===== src/rtl/wt_pkg.sv =====
package wt_pkg;
    typedef enum logic [2:0] {
        CMD_MEM_WR = 3'd0,
        CMD_RD_PF  = 3'd1,
        CMD_RD_NP  = 3'd2,
        CMD_IO     = 3'd3,
        CMD_CFG    = 3'd4
    } wt_cmd_e;

    function automatic logic is_read(input wt_cmd_e c);
        return (c == CMD_RD_PF) || (c == CMD_RD_NP);
    endfunction
endpackage


===== src/rtl/wt_cap_sample.sv =====
module wt_cap_sample (
    input  logic clk,
    input  logic prim_rst_n,
    input  logic req64_n,
    output logic cap64
);
    typedef struct packed {
        logic cap;
    } cap_state_t;

    cap_state_t st_d, st_q;

    always_comb begin
        st_d = st_q;
        if (!prim_rst_n) begin
            st_d.cap = !req64_n;
        end
    end

    always_ff @(posedge clk) begin
        st_q <= st_d;
    end

    assign cap64 = st_q.cap;

    AST_CAP_HOLDS: assert property (@(posedge clk) disable iff (!prim_rst_n)
        prim_rst_n |=> $stable(cap64));
endmodule


===== src/rtl/wt_ack_ctrl.sv =====
module wt_ack_ctrl
    import wt_pkg::*;
#(
    parameter int CNT_W = 5
) (
    input  logic             clk,
    input  logic             rst_n,
    input  logic             cap64,
    input  logic             req64_n,
    input  logic [2:0]       cmd,
    input  logic [CNT_W-1:0] rd_cnt,
    input  logic             claim,
    input  logic             data_xfer,
    input  logic             xfer_end,
    output logic             devsel,
    output logic             ack64,
    output logic             stop
);
    localparam logic [CNT_W-1:0] ONE = CNT_W'(1);
    localparam logic [CNT_W-1:0] TWO = CNT_W'(2);

    typedef struct packed {
        logic             active;
        logic             wide;
        logic             rd;
        logic [CNT_W-1:0] rem;
        logic             stop;
    } ack_state_t;

    ack_state_t st_d, st_q;
    wt_cmd_e    cmd_e;
    logic       eligible;

    assign cmd_e = wt_cmd_e'(cmd);

    always_comb begin
        eligible = cap64 && !req64_n &&
                   ((cmd_e == CMD_MEM_WR) || ((cmd_e == CMD_RD_PF) && (rd_cnt >= TWO)));
    end

    always_comb begin
        st_d = st_q;
        if (!rst_n) begin
            st_d = '0;
        end else if (claim && !st_q.active) begin
            st_d.active = 1'b1;
            st_d.wide   = eligible;
            st_d.rd     = is_read(cmd_e);
            st_d.rem    = rd_cnt;
        end else if (st_q.active) begin
            if (xfer_end) begin
                st_d = '0;
            end else if (data_xfer) begin
                if (st_q.wide) begin
                    st_d.rem = (st_q.rem >= TWO) ? st_q.rem - TWO : '0;
                end else begin
                    st_d.rem = (st_q.rem >= ONE) ? st_q.rem - ONE : '0;
                end
            end
        end
        st_d.stop = st_d.active && st_d.wide && st_d.rd && (st_d.rem == ONE);
    end

    always_ff @(posedge clk) begin
        st_q <= st_d;
    end

    assign devsel = st_q.active;
    assign ack64  = st_q.active && st_q.wide;
    assign stop   = st_q.stop;

    AST_DEVSEL_FOLLOWS_CLAIM: assert property (@(posedge clk) disable iff (!rst_n)
        (claim && !devsel) |=> devsel);
    AST_NARROW_CMD_NO_ACK: assert property (@(posedge clk) disable iff (!rst_n)
        (claim && !devsel && (cmd >= 3'd2)) |=> !ack64);
    AST_ACK_NEEDS_REQ: assert property (@(posedge clk) disable iff (!rst_n)
        $rose(ack64) |-> ($past(claim) && !$past(req64_n) && $past(cap64)));
    AST_STOP_AFTER_EVENT: assert property (@(posedge clk) disable iff (!rst_n)
        $rose(stop) |-> ($past(claim) || $past(data_xfer)));
endmodule


===== src/rtl/wt_par64.sv =====
module wt_par64 (
    input  logic        clk,
    input  logic        rst_n,
    input  logic        ack64,
    input  logic        data_xfer,
    input  logic [31:0] ad_hi,
    input  logic [3:0]  cbe_hi_n,
    output logic        par64
);
    typedef struct packed {
        logic par;
    } par_state_t;

    par_state_t st_d, st_q;

    always_comb begin
        st_d.par = 1'b0;
        if (rst_n && ack64 && data_xfer) begin
            st_d.par = ^{ad_hi, cbe_hi_n};
        end
    end

    always_ff @(posedge clk) begin
        st_q <= st_d;
    end

    assign par64 = st_q.par;

    AST_PAR_ONLY_AFTER_WIDE: assert property (@(posedge clk) disable iff (!rst_n)
        par64 |-> ($past(ack64) && $past(data_xfer)));
endmodule


===== src/rtl/wide_target_ack64.sv =====
module wide_target_ack64 #(
    parameter int CNT_W = 5
) (
    input  logic             clk,
    input  logic             prim_rst_n,
    input  logic             sec_rst_n,
    input  logic             req64_n,
    input  logic [2:0]       cmd,
    input  logic [CNT_W-1:0] rd_cnt,
    input  logic             claim,
    input  logic             data_xfer,
    input  logic             xfer_end,
    input  logic [31:0]      ad_hi,
    input  logic [3:0]       cbe_hi_n,
    output logic             devsel,
    output logic             ack64,
    output logic             stop,
    output logic             par64,
    output logic             cap64,
    output logic             sec_req64_n
);
    logic cap_w;
    logic ack_w;

    wt_cap_sample u_cap (
        .clk        (clk),
        .prim_rst_n (prim_rst_n),
        .req64_n    (req64_n),
        .cap64      (cap_w)
    );

    wt_ack_ctrl #(.CNT_W(CNT_W)) u_ack (
        .clk       (clk),
        .rst_n     (prim_rst_n),
        .cap64     (cap_w),
        .req64_n   (req64_n),
        .cmd       (cmd),
        .rd_cnt    (rd_cnt),
        .claim     (claim),
        .data_xfer (data_xfer),
        .xfer_end  (xfer_end),
        .devsel    (devsel),
        .ack64     (ack_w),
        .stop      (stop)
    );

    wt_par64 u_par (
        .clk       (clk),
        .rst_n     (prim_rst_n),
        .ack64     (ack_w),
        .data_xfer (data_xfer),
        .ad_hi     (ad_hi),
        .cbe_hi_n  (cbe_hi_n),
        .par64     (par64)
    );

    assign cap64       = cap_w;
    assign ack64       = ack_w;
    assign sec_req64_n = sec_rst_n;

    AST_ACK_INSIDE_DEVSEL: assert property (@(posedge clk) disable iff (!prim_rst_n)
        ack64 |-> devsel);
    AST_SEC_REQ_LOW: assert property (@(posedge clk) disable iff (!prim_rst_n)
        !sec_rst_n |-> !sec_req64_n);
endmodule


===== config.mk =====
export PLATFORM = sky130hd
export DESIGN_NAME = wide_target_ack64
export DESIGN_NICKNAME = d
export VERILOG_FILES = /design/src/rtl/wt_pkg.sv /design/src/rtl/wt_cap_sample.sv /design/src/rtl/wt_ack_ctrl.sv /design/src/rtl/wt_par64.sv /design/src/rtl/wide_target_ack64.sv
export SDC_FILE = /design/constraint.sdc
export NUM_CORES = 1
export LEC_CHECK = 0
export ABC_AREA = 0
export BUFFER_PORTS_ARGS = -buffer_cell sky130_fd_sc_hd__buf_4
export CORE_MARGIN = 3
export CORE_UTILIZATION = 46
export DETAILED_ROUTE_END_ITERATION = 10
export GPL_TIMING_DRIVEN = 0
export PLACE_DENSITY = 0.83
export SETUP_SLACK_MARGIN = 0.1
export SYNTH_ARGS = -nofsm -noshare
export SYNTH_HDL_FRONTEND = slang
export SYNTH_HIERARCHICAL = 1
export SYNTH_SLANG_ARGS = --single-unit

===== constraint.sdc =====
create_clock -name clk -period 2.55 [get_ports clk]
set_input_delay 0.255 -clock clk [delete_from_list [all_inputs] [get_ports clk]]
set_output_delay 0.255 -clock clk [all_outputs]
set_load 0.05 [all_outputs]

==> results of run 1 <==
[cell families after synthesis]
group | after synthesis
muxes | 4
DFF | 11
adders and majority gates | 5
buffers and inverters | 11
and+or+nand+nor | 42
AOI/OAI and AO/OA | 22
xor gates and xnor gates | 34
[through the flow]
stage	cell area (µm²)	utilization [%]	power, W
finish	1630	70.97	0.0006368
CTS	1630	70.97	0.0006378
global route	1630	70.97	0.0006779
global placement	1604	69.83	0.0005141
floorplan	1156	-	0.0004173
detailed placement	1604	69.83	0.0005236
[flip-flops by register name, indices dropped and copies added, names as in the netlist]
register and flops:
u_ack/devsel 1, u_ack/st_q 7, u_ack/stop 1, u_cap/cap64 1, u_par/par64 1
[cell usage after synthesis, types with 3 or more instances]
| master | count | share of area [%] |
|---|---|---|
| a211oi_1 | 4 | 2.6 |
| dfxtp_1 | 10 | 17 |
| ha_1 | 5 | 5.4 |
| inv_1 | 9 | 2.9 |
| mux2i_1 | 3 | 2.6 |
| nand2_1 | 6 | 1.9 |
| nand2b_1 | 5 | 2.7 |
| nand3b_1 | 3 | 1.9 |
| nor2_1 | 7 | 2.3 |
| nor2b_1 | 5 | 2.7 |
| o211ai_1 | 4 | 2.6 |
| o21ai_0 | 4 | 1.7 |
| xnor2_1 | 27 | 20 |
| xor2_1 | 5 | 3.8 |
[power breakdown]
| part | switching (W) | internal, W |
|---|---|---|
| Combinational | 0.000133 | 0.000191 |
| Sequential | 0.0000134 | 0.000184 |
| Clock | 0.0000548 | 0.0000605 |
| Total | 0.000202 | 0.000435 |
[critical path, cell delays in order (launching register included)]
cell and delay, ns:
dfxtp_1 0.35, inv_1 0.13, ha_1 0.21, nor3b_4 0.31
a311oi_2 0.20, a2111oi_4 0.43, o211ai_1 0.16, nor4_2 0.22
[layout make-up]
| cell class | count | area, µm² |
|---|---|---|
| Tap cell | 28 | 35.03 |
| Sequential cell | 11 | 230.2 |
| Fill cell | 181 | 666.9 |
| Clock buffer | 4 | 26.28 |
| Buffer | 2 | 12.51 |
| Timing Repair Buffer | 55 | 412.9 |
| Multi-Input combinational cell | 107 | 879.6 |
| Inverter | 9 | 33.78 |
[layer usage]
layer	up-vias	GRT usage, %	part of all wire [%]
li1	569	-	-
met5	-	0	0
met4	0	4.746	0.86
met1	544	22.91	40
met2	48	33.56	52
met3	6	3.944	6.3
[path summary, 6_finish.rpt]
kind	slack (ns)	endpoint
max	0.46	u_ack/stop$_DFF_P_
min	0.25	u_cap/cap64$_DFFE_PN_
max reg2reg	0.46	u_ack/stop$_DFF_P_
min reg2reg	0.50	u_ack/st_q[6]$_DFF_P_
==> flow_summary.ini, run 1 <==
[routing]
avgViaCountPerCell = 5.403
firstDrtPassIters = 4
vias = 1167
wire_per_inst_um = 13.93
drtIter0Drc = 43
drc = 0
wirelength_um = 3009
antenna_left = 0

[logic_synthesis]
syn_area_per_cell_um2 = 8.962
synth-simple-area-share_pct = 23.05
syn_nets = 185
syn_area_um2 = 1156
ys_ff_latch = 11
async_flop_share_pct = 0
yosysWarnings = 6
synth-compound-area-share_pct = 15.91
synthCells = 129
ys.flop_type = dfxtp_1
synth_top_family_by_area = XOR/XNOR gates
synth.area.mux_share_pct = 3.571
synth-seq-area-share_pct = 19.91
ys_types = 42
synth-adder-area-share_pct = 5.411
synthXorXnorAreaFrac_pct = 28.14
synth_edf_count = 1

[global_route]
overflow = 0
antenna_found_initial = 0
grt_pass1_wl_um = 4885
grt_usage_pct = 18.88
grt_start_max_net_pins = 11
grt_pass1_vias = 1132

[setup_path]
r2r_cells = 7
critPathRequiredTime_ns = 2.73
endpoint_kind = register
crit_fanout = 5
critPathKind = reg2reg
startpoint_type = register
reg2reg_from = u_ack/st_q[2]$_DFF_P_
startpoint = u_ack/st_q[2]$_DFF_P_
cp.arrival_ns = 2.27

[clock_network]
clk_pin_slew_worst_paths_ns = 0.07
clock_latency_ns = 0.26
cts_buffer_depth = 2
cts_setup_buffers = 0
cts_hold_buf = 0
cts-root-buf = clkbuf_4
cts.htree.levels = 1
cts_resized = 0
cts_num_sinks = 11
cts_inserted_buffers = 3
cts_tree = done

[sta]
clock.fmax_ghz = 0.4787
hold_violations = 0
fin_worst_skew_ns = 0.003231
period_minus_slack_ns = 2.089
hold-worst-slack_ns = 0.2524
period_share_pct = 81.91
setup_viol_count_final = 0
slew_viol_final = 0
rsz0062_at_grt = no
setup_ws_ns = 0.4612
tightest_slew_ns = 0.3685
relSlewSlack_pct = 74.80
setup_tns_ns = 0

[die]
initial_utilization_pct = 50.33
die_h_um = 56.13
die_x_um = 56.13
io_pins = 57
die-area_um2 = 3151
num_rows = 17
core_area_um2 = 2297

[hold_path]
hold_path_class = in2reg
hp-start = req64_n
hold_depth = 2

[placed_design]
place_congestion = 0.8251
dp_slack_ns = 0.4875
placed_cells = 212
dp_hpwl_um = 2485
portBuffers = 55

[layout]
final_cell_mix = 56 x buf_4, 27 x xnor2_1, 10 x dfxtp_1, 9 x inv_1, 7 x nor2_1
layout-drive-gt1-share_pct = 36.17
fin_nets = 245
syn_to_final_growth_pct = 41.02
antennaDiodeCount = 0
final_cells = 216
final_common_cell = buf_4

[power_and_ir_drop]
power_density_nw_per_um2 = 390.6
power_leakage_nw = 0.6755
peakVddDrop_mv = 0.2936

[run]
max_cap_viol_count = 0

[status]
status = finished clean
(Power assumes the default switching activity.)
==> run 2: changes to the inputs <==
- CORE_UTILIZATION: 46 -> 41
- PLACE_DENSITY: 0.83 -> 0.79
- clock period: 2.55 -> 1.75 ns (I/O delays scaled with it)
==> run 2 against run 1 <==
The flow now finishes with violations (negative setup slack). Routed wire length increased by 11%. Sequential share of layout area decreased by 0.60 points. Worst setup slack got worse by 0.57 ns. Final area increased by 9.0%. Critical path depth unchanged. Clock-buffer cell count decreased by 1. Largest cell class unchanged. Highest routed layer unchanged.
==> flow_summary.ini, run 2 (synthesis gave the netlist of run 1 again) <==
[die]
initial_utilization_pct = 45.03
io_pins = 57
die-area_um2 = 3493
core_area_um2 = 2567
die_h_um = 59.10
num_rows = 18
die_x_um = 59.10

[placed_design]
place_congestion = 0.8698
dp_hpwl_um = 2605
placed_cells = 214
portBuffers = 55
dp_slack_ns = -0.1753

[layout]
layout-drive-gt1-share_pct = 46.94
fin_util_pct = 69.20
regMostFlops = u_ack/st_q
final_cell_mix = 64 x buf_4, 27 x xnor2_1, 7 x inv_1, 6 x nor2_1, 6 x dfxtp_1
final_common_cell = buf_4
syn_to_final_growth_pct = 53.68
final_cells = 226
fin_nets = 253
largest_reg_flops = 7
n_fill_cell = 217
antennaDiodeCount = 0

[sta]
period_minus_slack_ns = 1.864
setup_ws_ns = -0.1136
setup_tns_ns = -0.1136
period_share_pct = 106.5
clock.fmax_ghz = 0.5366
hold_violations = 0
relSlewSlack_pct = 73.36
tightest_slew_ns = 0.3971
slew_viol_final = 0
fin_worst_skew_ns = 0.008487
setup_viol_count_final = 1
rsz0062_at_grt = yes

[power_and_ir_drop]
power_leakage_nw = 0.7308
peakVddDrop_mv = 0.6032
power_density_nw_per_um2 = 565.2

[status]
violations = negative setup slack
status = finished with violations

[routing]
avgViaCountPerCell = 5.438
wire_per_inst_um = 14.80
wirelength_um = 3345
vias = 1229
firstDrtPassIters = 4
antenna_left = 0
drtIter0Drc = 35
drc = 0

[global_route]
grt_start_max_net_pins = 11
antenna_found_initial = 0
grt_pass1_vias = 1206
grt_usage_pct = 19.30
overflow = 0
grt_pass1_wl_um = 5195

[clock_network]
cts_tree = done
cts_inserted_buffers = 3
clk_pin_slew_worst_paths_ns = 0.09
cts.htree.levels = 1
cts_num_sinks = 11
cts_buffer_depth = 2
cts-root-buf = clkbuf_4
clock_latency_ns = 0.28
cts_hold_buf = 0

[setup_path]
worstPathCellList = inv_4 > ha_4 > nor3b_4 > a311oi_4 > a2111oi_4 > o211ai_1 > nor4_2
crit_buf_inv = 1
critPathKind = reg2reg
crit_fanout = 4
critPathRequiredTime_ns = 1.94
endpoint_kind = register
cpLargestDelayFamily = compound AO/OA/AOI/OAI gates
slowest_delay_ns = 0.37
startpoint_type = register
cp.arrival_ns = 2.06
crit_slowest_cell = dfxtp_4

[run]
max_cap_viol_count = 0

[hold_path]
hold_path_class = in2reg
-- run 2: changes by cell type in the layout (fill, tap and decap cells not counted), sizes merged --
cell    delta
buf        +8
clkbuf     -1
clkinv     +1
-- run 2: routing by layer --
metal	wire length [µm]	global-route usage, %
met5	0	0
met4	76	8.091
met3	284	3.050
met2	1778	35.80
met1	1206	21.51
-- run 2: what timing repair did --
item | in CTS | in global routing
pin swaps | 5 | 6
resized for setup | 9 | 9
setup buffers | 7 | 2
endpoints found under the setup margin | 4 | 5
-- run 2: final cells by class --
class	instances	area (µm²)	share of cell area, %
well taps	30	37.54	2.113
clock buffers	3	22.52	1.268
clock inverters	1	5.005	0.2817
repair buffers	63	473.0	26.62
plain buffers	2	12.51	0.7042
flip-flops and latches	11	240.2	13.52
multi-input cells	107	949.7	53.45
inverters	9	36.28	2.042
-- run 2: final timing paths --
kind | to | start | cells past startpoint | slack [ns]
setup reg to reg | u_ack/stop$_DFF_P_ | u_ack/st_q[2]$_DFF_P_ | 7 | -0.11
hold reg to reg | u_ack/st_q[6]$_DFF_P_ | u_ack/st_q[6]$_DFF_P_ | 2 | 0.51
hold / removal | u_cap/cap64$_DFFE_PN_ | req64_n | 2 | 0.15
setup / recovery | u_ack/stop$_DFF_P_ | u_ack/st_q[2]$_DFF_P_ | 7 | -0.11
-- run 2: power by group --
| group | internal, W | switching [W] |
|---|---|---|
| Sequential | 0.000268 | 0.0000193 |
| Clock | 0.0000849 | 0.000102 |
| Combinational | 0.000311 | 0.000220 |
-- run 2: stage by stage --
stage	instance area, µm²	hold WS (ns)	total power (W)
2_1_floorplan	1174	0.3030	0.0006123
3_3_place_gp	1624	0.4378	0.0007526
3_5_place_dp	1624	0.4440	0.0007691
4_1_cts	1740	0.1427	0.0009901
5_1_grt	1777	0.1464	0.001059
6_report	1777	0.1497	0.001004
